[src/rtl/irq_ctrl_pkg.sv]
package irq_ctrl_pkg;

    localparam int VEC_W = 24;
    localparam logic [VEC_W-1:0] NMI_VECTOR = 24'hFF203E;
    localparam logic [VEC_W-1:0] EXT_VECTOR_BASE = 24'hFF2010;

    // Vector slot of external source idx: base plus two bytes per index.
    function automatic logic [VEC_W-1:0] ext_vector(input int idx);
        return EXT_VECTOR_BASE + VEC_W'(2 * idx);
    endfunction

    // Which request the encoder is presenting.
    typedef enum logic [1:0] {
        GRANT_NONE = 2'd0,
        GRANT_NMI  = 2'd1,
        GRANT_EXT  = 2'd2
    } grant_kind_e;

endpackage

[src/rtl/irq_edge_sampler.sv]
module irq_edge_sampler #(
    parameter int W = 5
) (
    input  logic         clk,
    input  logic         rst,
    input  logic         phase2,
    input  logic [W-1:0] line_in,
    output logic [W-1:0] rise
);
    logic [W-1:0] sampled_q;

    // The held sample changes only on phase-2 edges.
    always_ff @(posedge clk) begin
        if (rst) begin
            sampled_q <= '0;
        end else if (phase2) begin
            sampled_q <= line_in;
        end
    end

    // A rise is a new sample of 1 over a held sample of 0.
    genvar g;
    generate
        for (g = 0; g < W; g++) begin : g_rise
            assign rise[g] = phase2 & line_in[g] & ~sampled_q[g];
        end
    endgenerate
endmodule

[src/rtl/irq_pending_regs.sv]
module irq_pending_regs #(
    parameter int N_EXT = 4
) (
    input  logic             clk,
    input  logic             rst,
    input  logic             nmi_rise,
    input  logic [N_EXT-1:0] ext_rise,
    input  logic             mode_we,
    input  logic             clr_we,
    input  logic [N_EXT-1:0] wr_data,
    input  logic             ack_nmi,
    input  logic [N_EXT-1:0] ack_ext,
    output logic             nmi_pend,
    output logic [N_EXT-1:0] ext_pend
);
    logic [N_EXT-1:0] set_sw;
    logic [N_EXT-1:0] clr_sw;
    logic [N_EXT-1:0] ext_next;
    logic             nmi_next;

    assign set_sw = mode_we ? wr_data : '0;
    assign clr_sw = clr_we  ? wr_data : '0;

    // Clear beats the software set; a hardware edge beats every clear.
    always_comb begin
        ext_next = ((ext_pend | set_sw) & ~clr_sw & ~ack_ext) | ext_rise;
        nmi_next = (nmi_pend & ~ack_nmi) | nmi_rise;
    end

    always_ff @(posedge clk) begin
        if (rst) begin
            ext_pend <= '0;
            nmi_pend <= 1'b0;
        end else begin
            ext_pend <= ext_next;
            nmi_pend <= nmi_next;
        end
    end
endmodule

[src/rtl/irq_prio_encoder.sv]
module irq_prio_encoder
    import irq_ctrl_pkg::*;
#(
    parameter int N_EXT = 4,
    parameter int SRC_W = 3
) (
    input  logic             nmi_pend,
    input  logic [N_EXT-1:0] ext_pend,
    input  logic             glob_en,
    input  logic [N_EXT-1:0] mask,
    output logic             irq,
    output logic [SRC_W-1:0] src_id,
    output logic [VEC_W-1:0] vector,
    output logic             grant_nmi,
    output logic [N_EXT-1:0] grant_ext
);
    logic [N_EXT-1:0] eligible;
    grant_kind_e      kind;

    assign eligible = glob_en ? (ext_pend & mask) : '0;

    always_comb begin
        kind      = GRANT_NONE;
        src_id    = '0;
        vector    = '0;
        grant_ext = '0;
        if (nmi_pend) begin
            kind   = GRANT_NMI;
            vector = NMI_VECTOR;
        end else begin
            for (int i = 0; i < N_EXT; i++) begin
                if (eligible[i] && kind == GRANT_NONE) begin
                    kind         = GRANT_EXT;
                    src_id       = SRC_W'(i + 1);
                    vector       = ext_vector(i);
                    grant_ext[i] = 1'b1;
                end
            end
        end
    end

    assign irq       = (kind != GRANT_NONE);
    assign grant_nmi = (kind == GRANT_NMI);
endmodule

[src/rtl/irq_ctrl_top.sv]
module irq_ctrl_top
    import irq_ctrl_pkg::*;
#(
    parameter int N_EXT = 4,
    parameter int SRC_W = $clog2(N_EXT + 1)
) (
    input  logic             clk,
    input  logic             rst,
    input  logic             phase2,
    input  logic             nmi_line,
    input  logic [N_EXT-1:0] ext_line,
    input  logic             glob_en,
    input  logic [N_EXT-1:0] mask,
    input  logic             mode_we,
    input  logic             clr_we,
    input  logic [N_EXT-1:0] wr_data,
    input  logic             ack,
    output logic             irq,
    output logic [SRC_W-1:0] src_id,
    output logic [23:0]      vector
);
    localparam int LINES = N_EXT + 1;

    logic [LINES-1:0] rise_all;
    logic             nmi_pend;
    logic [N_EXT-1:0] ext_pend;
    logic             grant_nmi;
    logic [N_EXT-1:0] grant_ext;

    irq_edge_sampler #(.W(LINES)) u_sampler (
        .clk     (clk),
        .rst     (rst),
        .phase2  (phase2),
        .line_in ({ext_line, nmi_line}),
        .rise    (rise_all)
    );

    irq_pending_regs #(.N_EXT(N_EXT)) u_pending (
        .clk      (clk),
        .rst      (rst),
        .nmi_rise (rise_all[0]),
        .ext_rise (rise_all[LINES-1:1]),
        .mode_we  (mode_we),
        .clr_we   (clr_we),
        .wr_data  (wr_data),
        .ack_nmi  (ack & grant_nmi),
        .ack_ext  (ack ? grant_ext : '0),
        .nmi_pend (nmi_pend),
        .ext_pend (ext_pend)
    );

    irq_prio_encoder #(.N_EXT(N_EXT), .SRC_W(SRC_W)) u_enc (
        .nmi_pend  (nmi_pend),
        .ext_pend  (ext_pend),
        .glob_en   (glob_en),
        .mask      (mask),
        .irq       (irq),
        .src_id    (src_id),
        .vector    (vector),
        .grant_nmi (grant_nmi),
        .grant_ext (grant_ext)
    );
endmodule

[config.mk]
export PLATFORM = sky130hd
export DESIGN_NAME = irq_ctrl_top
export DESIGN_NICKNAME = d
export VERILOG_FILES = /design/src/rtl/irq_ctrl_pkg.sv /design/src/rtl/irq_edge_sampler.sv /design/src/rtl/irq_pending_regs.sv /design/src/rtl/irq_prio_encoder.sv /design/src/rtl/irq_ctrl_top.sv
export SDC_FILE = /design/constraint.sdc
export NUM_CORES = 1
export LEC_CHECK = 0
export BUFFER_PORTS_ARGS = -buffer_cell sky130_fd_sc_hd__buf_2
export CORE_MARGIN = 3
export CORE_UTILIZATION = 43
export DETAILED_ROUTE_END_ITERATION = 7
export PLACE_DENSITY = 0.77
export SLEW_MARGIN = 25
export SYNTH_ARGS = -nofsm -noshare
export SYNTH_HDL_FRONTEND = slang
export SYNTH_HIERARCHICAL = 1
export SYNTH_SLANG_ARGS = --single-unit
[constraint.sdc]
create_clock -name clk -period 1.9 [get_ports clk]
set_input_delay 0 -clock clk [delete_from_list [all_inputs] [get_ports clk]]
set_output_delay 0 -clock clk [all_outputs]
set_load 0.05 [all_outputs]
==> results of run 1 <==
sequential cells by signal, summed over array words and instances, names as in the netlist:
signal / count
u_pending/ext_pend: 4
u_sampler/sampled_q: 5
u_pending/nmi_pend: 1
cell type report:
type	count	area, sq um
tap	25	31.3
timing repair buffer	41	225
inverter	5	18.8
clock buffer	4	36.3
multi-input combinational	67	442
fill	180	811
sequential	10	200
synth_stat cells, drive strengths merged (2+ instances only):
library cell and n:
nor2 8, dfxtp 10, a211o 6, mux2i 4
a21oi 8, buf 24, and2 5, inv 5
and3b 4, o22ai 4, nand2 7, nand3 2
nand2b 3
kinds of logic after synthesis:
kind of cell | after synthesis | synth area share (%)
AOI/OAI and AO/OA | 22 | 22.3
buffers and inverters | 30 | 25.7
DFF | 10 | 24.5
muxes | 4 | 4.89
other | 1 | 0.458
and+or+nand+nor | 31 | 22.2
worst min-delay path: stages:
cell	delay, ns
sky130_fd_sc_hd__buf_2	0.08
sky130_fd_sc_hd__mux2i_1	0.06
sky130_fd_sc_hd__nor2_1	0.09
worst max path at each step:
stage,startpoint,depth (start not counted),slack (ns),end
after CTS,u_pending/ext_pend[1]$_SDFF_PP0_,4,0.33,vector[17]
after global placement,u_pending/nmi_pend$_SDFF_PP0_,6,0.51,u_pending/ext_pend[3]$_SDFF_PP0_
final,u_pending/ext_pend[1]$_SDFF_PP0_,4,0.35,vector[17]
after global routing,u_pending/ext_pend[1]$_SDFF_PP0_,4,0.20,vector[19]
after detailed placement,u_pending/nmi_pend$_SDFF_PP0_,6,0.46,u_pending/ext_pend[3]$_SDFF_PP0_
after floorplan,u_pending/ext_pend[1]$_SDFF_PP0_,4,0.44,vector[13]
power by group:
| part | internal, mW | switching, mW |
|---|---|---|
| Sequential | 0.226 | 0.0131 |
| Combinational | 0.0952 | 0.286 |
| Clock | 0.116 | 0.0721 |
| Total | 0.437 | 0.371 |
layer usage:
metal  vias up  track usage [%]  part of all wire [%]
met3         2             4.53                   8.3
met5         -                0                     0
met4         0             5.53                   1.1
met2        25             23.8                    50
met1       300             15.3                    41
li1        361                -                     -
repair_timing:
item / 4_1_cts / 5_1_grt
hold buffers: 4 / 0
endpoints found under the hold margin: 4 / 0
gates resized for setup: 0 / 0
==> impl_results.rst, run 1 <==
.. list-table::
   :header-rows: 1

   * - Metric
     - Value
   * - Die ar.
     - 2460 sq um
   * - Setup repair after global routing missed its margin
     - false
   * - Clk Tree Root Cell
     - sky130_fd_sc_hd__clkbuf_4
   * - Average wire per cell in the routed design
     - 10.4 microns
   * - Final worst setup slack
     - 0.348 ns
   * - Register area share after synthesis
     - 24.5%
   * - Buffers and inverters on the worst path
     - 1
   * - Vias in the first global route
     - 609
   * - Setup_tns
     - 0 ns
   * - Inst Count DP
     - 144
   * - Finish-stage setup viols
     - 0
   * - Non-Filler Instances
     - 152
   * - Start of the worst register-to-register path
     - u_pending/nmi_pend$_SDFF_PP0_
   * - Run status
     - finished clean
   * - Cell class contributing the biggest share of worst-path delay
     - compound AO/OA/AOI/OAI gates
   * - Buffer levels on the longest clock path
     - 2
   * - Synth Area per Inst
     - about 8.3 sq um
   * - Iteration-0 DRC count of the detailed router
     - 3
   * - Final period util
     - 81.7%
   * - Share of cells above drive strength 1
     - about 39%
   * - Clock input transition at the sequential cells of the worst setup and hold paths
     - about 0.070 ns
   * - Number of buffers added for setup after CTS
     - 0
   * - Hold Crit Endpoint
     - u_sampler/sampled_q[3]$_SDFFE_PP0P_
   * - Number of clock sinks
     - 10
   * - Critical Path Sink Type
     - output pin
   * - Data arrival at the endpoint of the critical path
     - 1.55 ns
   * - Global route overflow
     - 0
   * - Count of unique library cells instantiated by Yosys
     - 25
   * - Register-to-register setup slack
     - 0.45 ns
   * - Final antenna-violating net count
     - 0
   * - Area of the mapped netlist
     - approximately 820 sq um
   * - Startpoint of the worst hold path
     - ext_line[2]
   * - Maximum cell stage delay along the critical path
     - 0.36 ns
   * - H-tree lvl count
     - 1
   * - Global-route wire length before repair
     - 2.62 mm
   * - Standard cell area after detailed placement
     - 877 sq um
   * - Cell type with the largest total area after synthesis
     - sky130_fd_sc_hd__dfxtp_1
   * - Total power draw
     - 0.809 mW
   * - Layout net count
     - 148
   * - Type of the worst setup path
     - flip-flop to output pin
   * - IO Pins
     - 48
   * - CTS buffer count
     - 3
   * - Maximum fanout along the worst path
     - 10
   * - Required time of the worst setup path
     - around 1.9 ns
   * - Worst Clk Skew
     - 0.000950 ns
   * - TritonCTS clock tree
     - built
   * - Router iterations before antenna repair
     - 4
   * - Final WL
     - about 1.6 mm
   * - Count of cells along the worst register-to-register path
     - 6
   * - Vias
     - 688
   * - All-layer global routing usage
     - 13.7%
   * - Crit-path slowest cell
     - sky130_fd_sc_hd__dfxtp_1
   * - Post-Route Utilization
     - between 50% and 60%
   * - Endpoint of the most critical register-to-register path
     - u_pending/ext_pend[3]$_SDFF_PP0_
   * - Initial antenna violation count
     - 0
   * - Number of flops mapped to enable cells by yosys
     - 0
   * - Number of synthesized register bits
     - 10
   * - Area fraction of the dominant cell type after synthesis
     - 24.5%
   * - Synthesis-to-layout area growth
     - 16.5%
   * - Kind of launch point of the worst setup path
     - flip-flop
   * - DRC violations left
     - 0
   * - Kind of path behind the tightest hold check
     - primary input to flip-flop
   * - Leakage power
     - 0.519 nW
   * - Overall die width
     - 49.6 microns
   * - Floorplan die height
     - 49.6 microns
   * - Final-report max-slew violation count
     - 0
   * - Ranking of synthesized cells by area
     - sky130_fd_sc_hd__dfxtp_1, sky130_fd_sc_hd__buf_4, sky130_fd_sc_hd__a211o_1
   * - Port-buffer cells
     - 37
   * - Count of standard-cell rows
     - 15
   * - Sum of net half-perimeters after detailed placement
     - 1.30 mm
   * - Cell count of the worst hold path
     - 3
   * - Fraction of registers with async set/reset
     - 0%
   * - YS warnings
     - 6
   * - Via/cell ratio
     - 4.53
   * - Most common cell after layout, fill and taps aside
     - sky130_fd_sc_hd__buf_2
   * - Routability congestion estimate from global placement
     - ~0.74
   * - Cells after Synth
     - 98
   * - Highest clock frequency the design can meet
     - 0.644 GHz
   * - Total of max-cap violations
     - 0
   * - Floorplan core area
     - 1760 sq um
   * - Setup slack after placement
     - ~0.46 ns
   * - Hold slack
     - 0.0130 ns
   * - Min cycle time layout
     - roughly 1.6 ns
   * - Starting utilization of the core area
     - 46.4%
   * - Crit path cell chain
     - nand2_1, a21boi_1, a211o_1, buf_2
   * - Maximum vdd ir drop
     - 0.000521 V
   * - Clock latency on the worst-skew pair
     - between 0.2 and 0.3 ns
   * - Pin count of the biggest net entering global routing
     - 15
   * - Commonest register cell after synthesis
     - sky130_fd_sc_hd__dfxtp_1
   * - Most used cells in the layout excluding fill and tap cells
     - sky130_fd_sc_hd__buf_2, sky130_fd_sc_hd__conb_1, sky130_fd_sc_hd__dfxtp_1
   * - Power density relative to cell area
     - 848 nW/um^2
   * - Final hold violation count
     - 0
   * - Number of inserted diodes
     - 0
   * - Final std cell area, no fill
     - about 950 sq um
Power figures use the tool's default switching activity.
==> run 2, diff against run 1 <==
==> constraint.sdc (replaced) <==
create_clock -name clk -period 1.6 [get_ports clk]
set_input_delay 0 -clock clk [delete_from_list [all_inputs] [get_ports clk]]
set_output_delay 0 -clock clk [all_outputs]
set_load 0.05 [all_outputs]
==> run 2 against run 1 <==
  * Combinational power rose by 25%
  * Count of clock-buffer cells in the layout did not move
  * Global-route usage fell by 2.2 points
  * Largest cell class unchanged
  * Clock skew rose by 0.00090 ns
  * Die area did not move
  * Power rose by 21%
  * Critical path depth did not move
  * Non-clock buffer count fell by 1
  * Sequential share of layout area fell by 0.30 points
  * Largest power group unchanged
  * Sequential cell count did not move
  * Register-to-register slack got worse by 0.18 ns
==> impl_results.rst, run 2 (same netlist as run 1, synthesis figures left out) <==
.. list-table::
   :header-rows: 1

   * - Metric
     - Value
   * - Count of standard-cell rows
     - 15
   * - Routability congestion estimate from global placement
     - 0.805
   * - Iteration-0 DRC count of the detailed router
     - 14
   * - Layout net count
     - 147
   * - Type of the worst setup path
     - flip-flop to output pin
   * - Largest reg by FF count
     - u_sampler/sampled_q
   * - Global-route wire length before repair
     - 2.35 mm
   * - Most common cell after layout, fill and taps aside
     - sky130_fd_sc_hd__buf_2
   * - DRC violations left
     - 0
   * - Most used cells in the layout excluding fill and tap cells
     - sky130_fd_sc_hd__buf_2, sky130_fd_sc_hd__clkbuf_4, sky130_fd_sc_hd__conb_1, sky130_fd_sc_hd__dfxtp_1, sky130_fd_sc_hd__nor2_1
   * - Startpoint of the worst hold path
     - nmi_line
   * - Final hold violation count
     - 0
   * - Start of the worst register-to-register path
     - u_pending/ext_pend[1]$_SDFF_PP0_
   * - IO Pins
     - between 40 and 50
   * - Via/cell ratio
     - 4.48
   * - Router iterations before antenna repair
     - 4
   * - Total of max-cap violations
     - 0
   * - Share of cells above drive strength 1
     - 40.5%
   * - Pin count of the biggest net entering global routing
     - 15
   * - Overall die width
     - about 50 microns
   * - Required time of the worst setup path
     - 1.60 ns
   * - Final WL
     - 1.57 mm
   * - Finish-stage setup viols
     - 0
   * - Min cycle time layout
     - 1.49 ns
   * - Setup_tns
     - 0 ns
   * - Initial antenna violation count
     - 0
   * - Floorplan die height
     - 49.6 microns
   * - Leading registers by flop count
     - u_sampler/sampled_q: 5 flops, u_pending/ext_pend: 4 flops, u_pending/nmi_pend: 1 flops
   * - Number of clock sinks
     - 10
   * - Critical Path Sink Type
     - output pin
   * - Standard cell area after detailed placement
     - 885 sq um
   * - GR Layer Usage met2
     - 20.9%
   * - Register-to-register setup slack
     - 0.27 ns
   * - Clock latency on the worst-skew pair
     - 0.25 ns
   * - Maximum fanout along the worst path
     - 10
   * - Average wire per cell in the routed design
     - 10.4 microns
   * - Met3 track utilization from global routing
     - 3.63%
   * - M1 GR Usage
     - 14.0%
   * - Starting utilization of the core area
     - 46.4%
   * - Leakage power
     - about 0.52 nW
   * - Kind of launch point of the worst setup path
     - flip-flop
   * - Vias
     - about 680
   * - Synthesis-to-layout area growth
     - 18.2%
   * - CTS buffer count
     - 3
   * - Final std cell area, no fill
     - between 900 and 1000 sq um
   * - Buffer levels on the longest clock path
     - 2
   * - Maximum vdd ir drop
     - 0.000821 V
   * - Die ar.
     - 2460 sq um
   * - Number of flip-flops under the largest register name
     - 5
   * - Run status
     - finished clean
   * - Floorplan core area
     - 1760 sq um
   * - Setup repair after global routing missed its margin
     - false
   * - Data arrival at the endpoint of the critical path
     - 1.49 ns
   * - Clk Tree Root Cell
     - sky130_fd_sc_hd__clkbuf_4
   * - All-layer global routing usage
     - 11.5%
   * - Clock input transition at the sequential cells of the worst setup and hold paths
     - approximately 0.07 ns
   * - Number of inserted diodes
     - 0
   * - Busiest layer in global routing
     - met2
   * - Port-buffer cells
     - 37
   * - H-tree lvl count
     - 1
   * - Worst Clk Skew
     - 0.00185 ns
   * - Crit path launch
     - u_pending/ext_pend[1]$_SDFF_PP0_
   * - Global route overflow
     - 0
   * - Highest clock frequency the design can meet
     - 0.672 GHz
   * - Final-report max-slew violation count
     - 0
   * - Sum of net half-perimeters after detailed placement
     - 1.25 mm
   * - Kind of path behind the tightest hold check
     - primary input to flip-flop
   * - Final antenna-violating net count
     - 0
   * - Vias in the first global route
     - 569
   * - Power density relative to cell area
     - 1010 nW/um^2
   * - Final period util
     - between 90% and 100%
   * - TritonCTS clock tree
     - built
[run 2: cell types whose count changed in the layout (fill, tap and decap cells not counted), sizes merged]
cell	before	now
buf	37	28
clkbuf	4	14
dlygate4sd3	4	2
[run 2: final timing paths]
| kind | to | depth (start not counted) |
|---|---|---|
| max | vector[21] | 4 |
| min | u_sampler/sampled_q[0]$_SDFFE_PP0P_ | 3 |
| max reg2reg | u_pending/ext_pend[2]$_SDFF_PP0_ | 6 |
| min reg2reg | u_sampler/sampled_q[4]$_SDFFE_PP0P_ | 2 |
[run 2: report_power, final]
part	total, mW	internal [mW]	switching (mW)	leakage [nW]
logic	0.476	0.131	0.345	0.413
clock network	0.219	0.138	0.0812	0.0210
registers	0.281	0.268	0.0127	0.0829
total	0.976	0.537	0.439	0.517
[run 2: per-stage QoR]
step           power [mW]  hold WS (ns)  instances  utilization, %  setup slack, ns
2_1_floorplan       0.717        0.0624        107               -            0.137
6_report            0.976        0.0105        151            54.8            0.112
5_1_grt              1.02       0.00848        151            54.8           0.0274
3_3_place_gp        0.734         0.250        145            50.1            0.358
4_1_cts             0.967       0.00159        151            53.3           0.0341
3_5_place_dp        0.739         0.264        145            50.1            0.289
[run 2: layer usage]
metal	wire [microns]	share of wire (%)
met2	743	47
met5	0	0
met1	706	45
met4	0	0
met3	120	7.6
[run 2: worst max-delay path, cell delays in order (launching register included)]
cell,delay [ns]
sky130_fd_sc_hd__dfxtp_1,0.33
sky130_fd_sc_hd__nand2_1,0.17
sky130_fd_sc_hd__a21boi_1,0.11
sky130_fd_sc_hd__a211o_2,0.38
sky130_fd_sc_hd__clkbuf_4,0.23
[run 2: repair_timing]
item,in CTS,in global routing
resized for setup,0,11
hold buffers,2,0
endpoints found under the setup margin,0,10
buffers inserted,0,0
hold endpoints to repair,2,0
[run 2: layout make-up]
class                           instances  area (sq um)
Clock buffer                            4          36.3
Fill cell                             191           797
Timing Repair Buffer                   40           238
Inverter                                5          18.8
Tap cell                               25          31.3
Sequential cell                        10           200
Multi-Input combinational cell         67           443
==> run 3, diff against run 2 <==
--- a/config.mk
+++ b/config.mk
@@ -7,9 +7,9 @@
 export LEC_CHECK = 0
 export BUFFER_PORTS_ARGS = -buffer_cell sky130_fd_sc_hd__buf_2
 export CORE_MARGIN = 3
-export CORE_UTILIZATION = 43
+export CORE_UTILIZATION = 46
 export DETAILED_ROUTE_END_ITERATION = 7
-export PLACE_DENSITY = 0.77
+export PLACE_DENSITY = 0.82
 export SLEW_MARGIN = 25
 export SYNTH_ARGS = -nofsm -noshare
 export SYNTH_HDL_FRONTEND = slang
==> constraint.sdc (replaced) <==
create_clock -name clk -period 1.78 [get_ports clk]
set_input_delay 0 -clock clk [delete_from_list [all_inputs] [get_ports clk]]
set_output_delay 0 -clock clk [all_outputs]
set_load 0.05 [all_outputs]
==> run 3 against run 2 <==
  * Die area fell by 5.8%
  * First-iteration DRC count is 43% lower
  * Clock power decreased by 6%
  * Power decreased by 11%
  * Final cell count rose by 0.66%
  * Hold slack worse by 0.0091 ns
  * Sequential cell count did not move
  * Largest cell class unchanged
  * Highest routed layer unchanged
==> impl_results.rst, run 3 (same netlist as run 1, synthesis figures left out) <==
.. list-table::
   :header-rows: 1

   * - Metric
     - Value
   * - Number of clock sinks
     - 10
   * - Cell count of the worst hold path
     - 3
   * - Buffer levels on the longest clock path
     - 2
   * - Largest reg by FF count
     - u_sampler/sampled_q
   * - Endpoint of the most critical register-to-register path
     - u_pending/ext_pend[3]$_SDFF_PP0_
   * - All-layer global routing usage
     - 15.0%
   * - Final-report max-slew violation count
     - 0
   * - Total of max-cap violations
     - 0
   * - Global-route wire length before repair
     - between 2 and 2.5 mm
   * - CTS buffer count
     - 3
   * - Hold slack
     - 0.00140 ns
   * - Standard cell area after detailed placement
     - roughly 900 sq um
   * - Setup repair after global routing missed its margin
     - false
   * - TritonCTS clock tree
     - built
   * - Run status
     - finished clean
   * - Power density relative to cell area
     - 908 nW/um^2
   * - Finish-stage setup viols
     - 0
   * - Clock latency on the worst-skew pair
     - 0.26 ns
   * - Die ar.
     - 2320 sq um
   * - Required time of the worst setup path
     - approximately 1.8 ns
   * - Final hold violation count
     - 0
   * - Data arrival at the endpoint of the critical path
     - 1.53 ns
   * - Final antenna-violating net count
     - 0
   * - Final period util
     - between 80 and 90%
   * - Setup_tns
     - 0 ns
   * - Register-to-register setup slack
     - 0.44 ns
   * - Hold Crit Endpoint
     - u_sampler/sampled_q[3]$_SDFFE_PP0P_
   * - Pin count of the biggest net entering global routing
     - 15
   * - IO Pins
     - 48
   * - Vias
     - 704
   * - Leakage power
     - around 0.52 nW
   * - Worst Clk Skew
     - 0.000683 ns
   * - Iteration-0 DRC count of the detailed router
     - 8
   * - Global route overflow
     - 0
   * - Port-buffer cells
     - 37
   * - Synthesis-to-layout area growth
     - 17.3%
   * - Kind of path behind the tightest hold check
     - primary input to flip-flop
   * - Kind of launch point of the worst setup path
     - flip-flop
   * - Start of the worst register-to-register path
     - u_pending/ext_pend[1]$_SDFF_PP0_
   * - Non-Filler Instances
     - 152
   * - Count of cells along the worst register-to-register path
     - 6
   * - Via/cell ratio
     - 4.63
   * - Starting utilization of the core area
     - 51.3%
   * - Layout net count
     - between 100 and 150
   * - Number of buffers added for setup after CTS
     - 0
   * - Clock input transition at the sequential cells of the worst setup and hold paths
     - 0.07 ns
   * - Number of inserted diodes
     - 0
   * - Post-Route Utilization
     - 60.2%
   * - Min cycle time layout
     - 1.53 ns
   * - DRC violations left
     - 0
   * - Maximum fanout along the worst path
     - 10
   * - Startpoint of the worst hold path
     - ext_line[2]
   * - Highest clock frequency the design can meet
     - 0.654 GHz
   * - Maximum vdd ir drop
     - 0.000524 V
   * - H-tree lvl count
     - 1
   * - Router iterations before antenna repair
     - 4
   * - Floorplan die height
     - 48.2 microns
   * - Total of hold buffers inserted after clock tree synthesis
     - 4
   * - Crit path launch
     - u_pending/ext_pend[1]$_SDFF_PP0_
   * - Overall die width
     - 48.2 microns
   * - Average wire per cell in the routed design
     - 11.2 microns
   * - Sum of net half-perimeters after detailed placement
     - approximately 1.4 mm
   * - Count of standard-cell rows
     - 14
   * - Final WL
     - approximately 1.7 mm
   * - Number of flip-flops under the largest register name
     - 5
   * - Most common cell after layout, fill and taps aside
     - sky130_fd_sc_hd__buf_2
   * - Clk Tree Root Cell
     - sky130_fd_sc_hd__clkbuf_4
   * - Vias in the first global route
     - 595
   * - Most used cells in the layout excluding fill and tap cells
     - sky130_fd_sc_hd__buf_2, sky130_fd_sc_hd__conb_1, sky130_fd_sc_hd__dfxtp_1
   * - Floorplan core area
     - 1590 sq um
   * - CTS resizes
     - 0
   * - Inst Count DP
     - 144
   * - Final std cell area, no fill
     - 960 sq um
   * - Share of cells above drive strength 1
     - 39.1%
   * - Type of the worst setup path
     - flip-flop to output pin
   * - Critical Path Sink Type
     - output pin
   * - Routability congestion estimate from global placement
     - 0.808
   * - Initial antenna violation count
     - 0
   * - Leading registers by flop count
     - u_sampler/sampled_q: 5 flops, u_pending/ext_pend: 4 flops, u_pending/nmi_pend: 1 flops
[run 3: how the worst max path moves through the flow]
| stage | to | cells after the start |
|---|---|---|
| detailed placement | u_pending/ext_pend[2]$_SDFF_PP0_ | 6 |
| global placement | u_pending/ext_pend[3]$_SDFF_PP0_ | 6 |
| floorplan | vector[13] | 4 |
| finish | vector[21] | 4 |
| CTS | vector[21] | 4 |
| global route | vector[20] | 4 |
[run 3: layer usage]
metal,global-route usage (%),wire [microns]
met3,3.69,129
met2,26.8,866
met1,16.4,708
met4,6.45,0
met5,0,0
[run 3: critical path, cell delays in order (launching register included)]
cell,delay [ns]
sky130_fd_sc_hd__dfxtp_1,0.36
sky130_fd_sc_hd__nand2_1,0.14
sky130_fd_sc_hd__a21boi_1,0.21
sky130_fd_sc_hd__a211o_1,0.24
sky130_fd_sc_hd__buf_2,0.30
[run 3: layout make-up]
class | count | area, sq um
clock buffer | 4 | 36.3
fill | 148 | 634
inverter | 5 | 18.8
multi-input combinational | 67 | 442
sequential | 10 | 200
tap | 24 | 30.0
timing repair buffer | 42 | 233
[run 3: metrics by stage]
step	power [mW]	setup slack (ns)
5_1_grt	0.921	0.108
6_report	0.872	0.252
3_5_place_dp	0.666	0.463
4_1_cts	0.881	0.236
3_3_place_gp	0.659	0.540
2_1_floorplan	0.644	0.317
[run 3: where the power goes]
| group | internal (mW) | total [mW] | switching, mW |
|---|---|---|---|
| Combinational | 0.104 | 0.416 | 0.312 |
| Clock | 0.124 | 0.205 | 0.0805 |
| Sequential | 0.241 | 0.252 | 0.0105 |
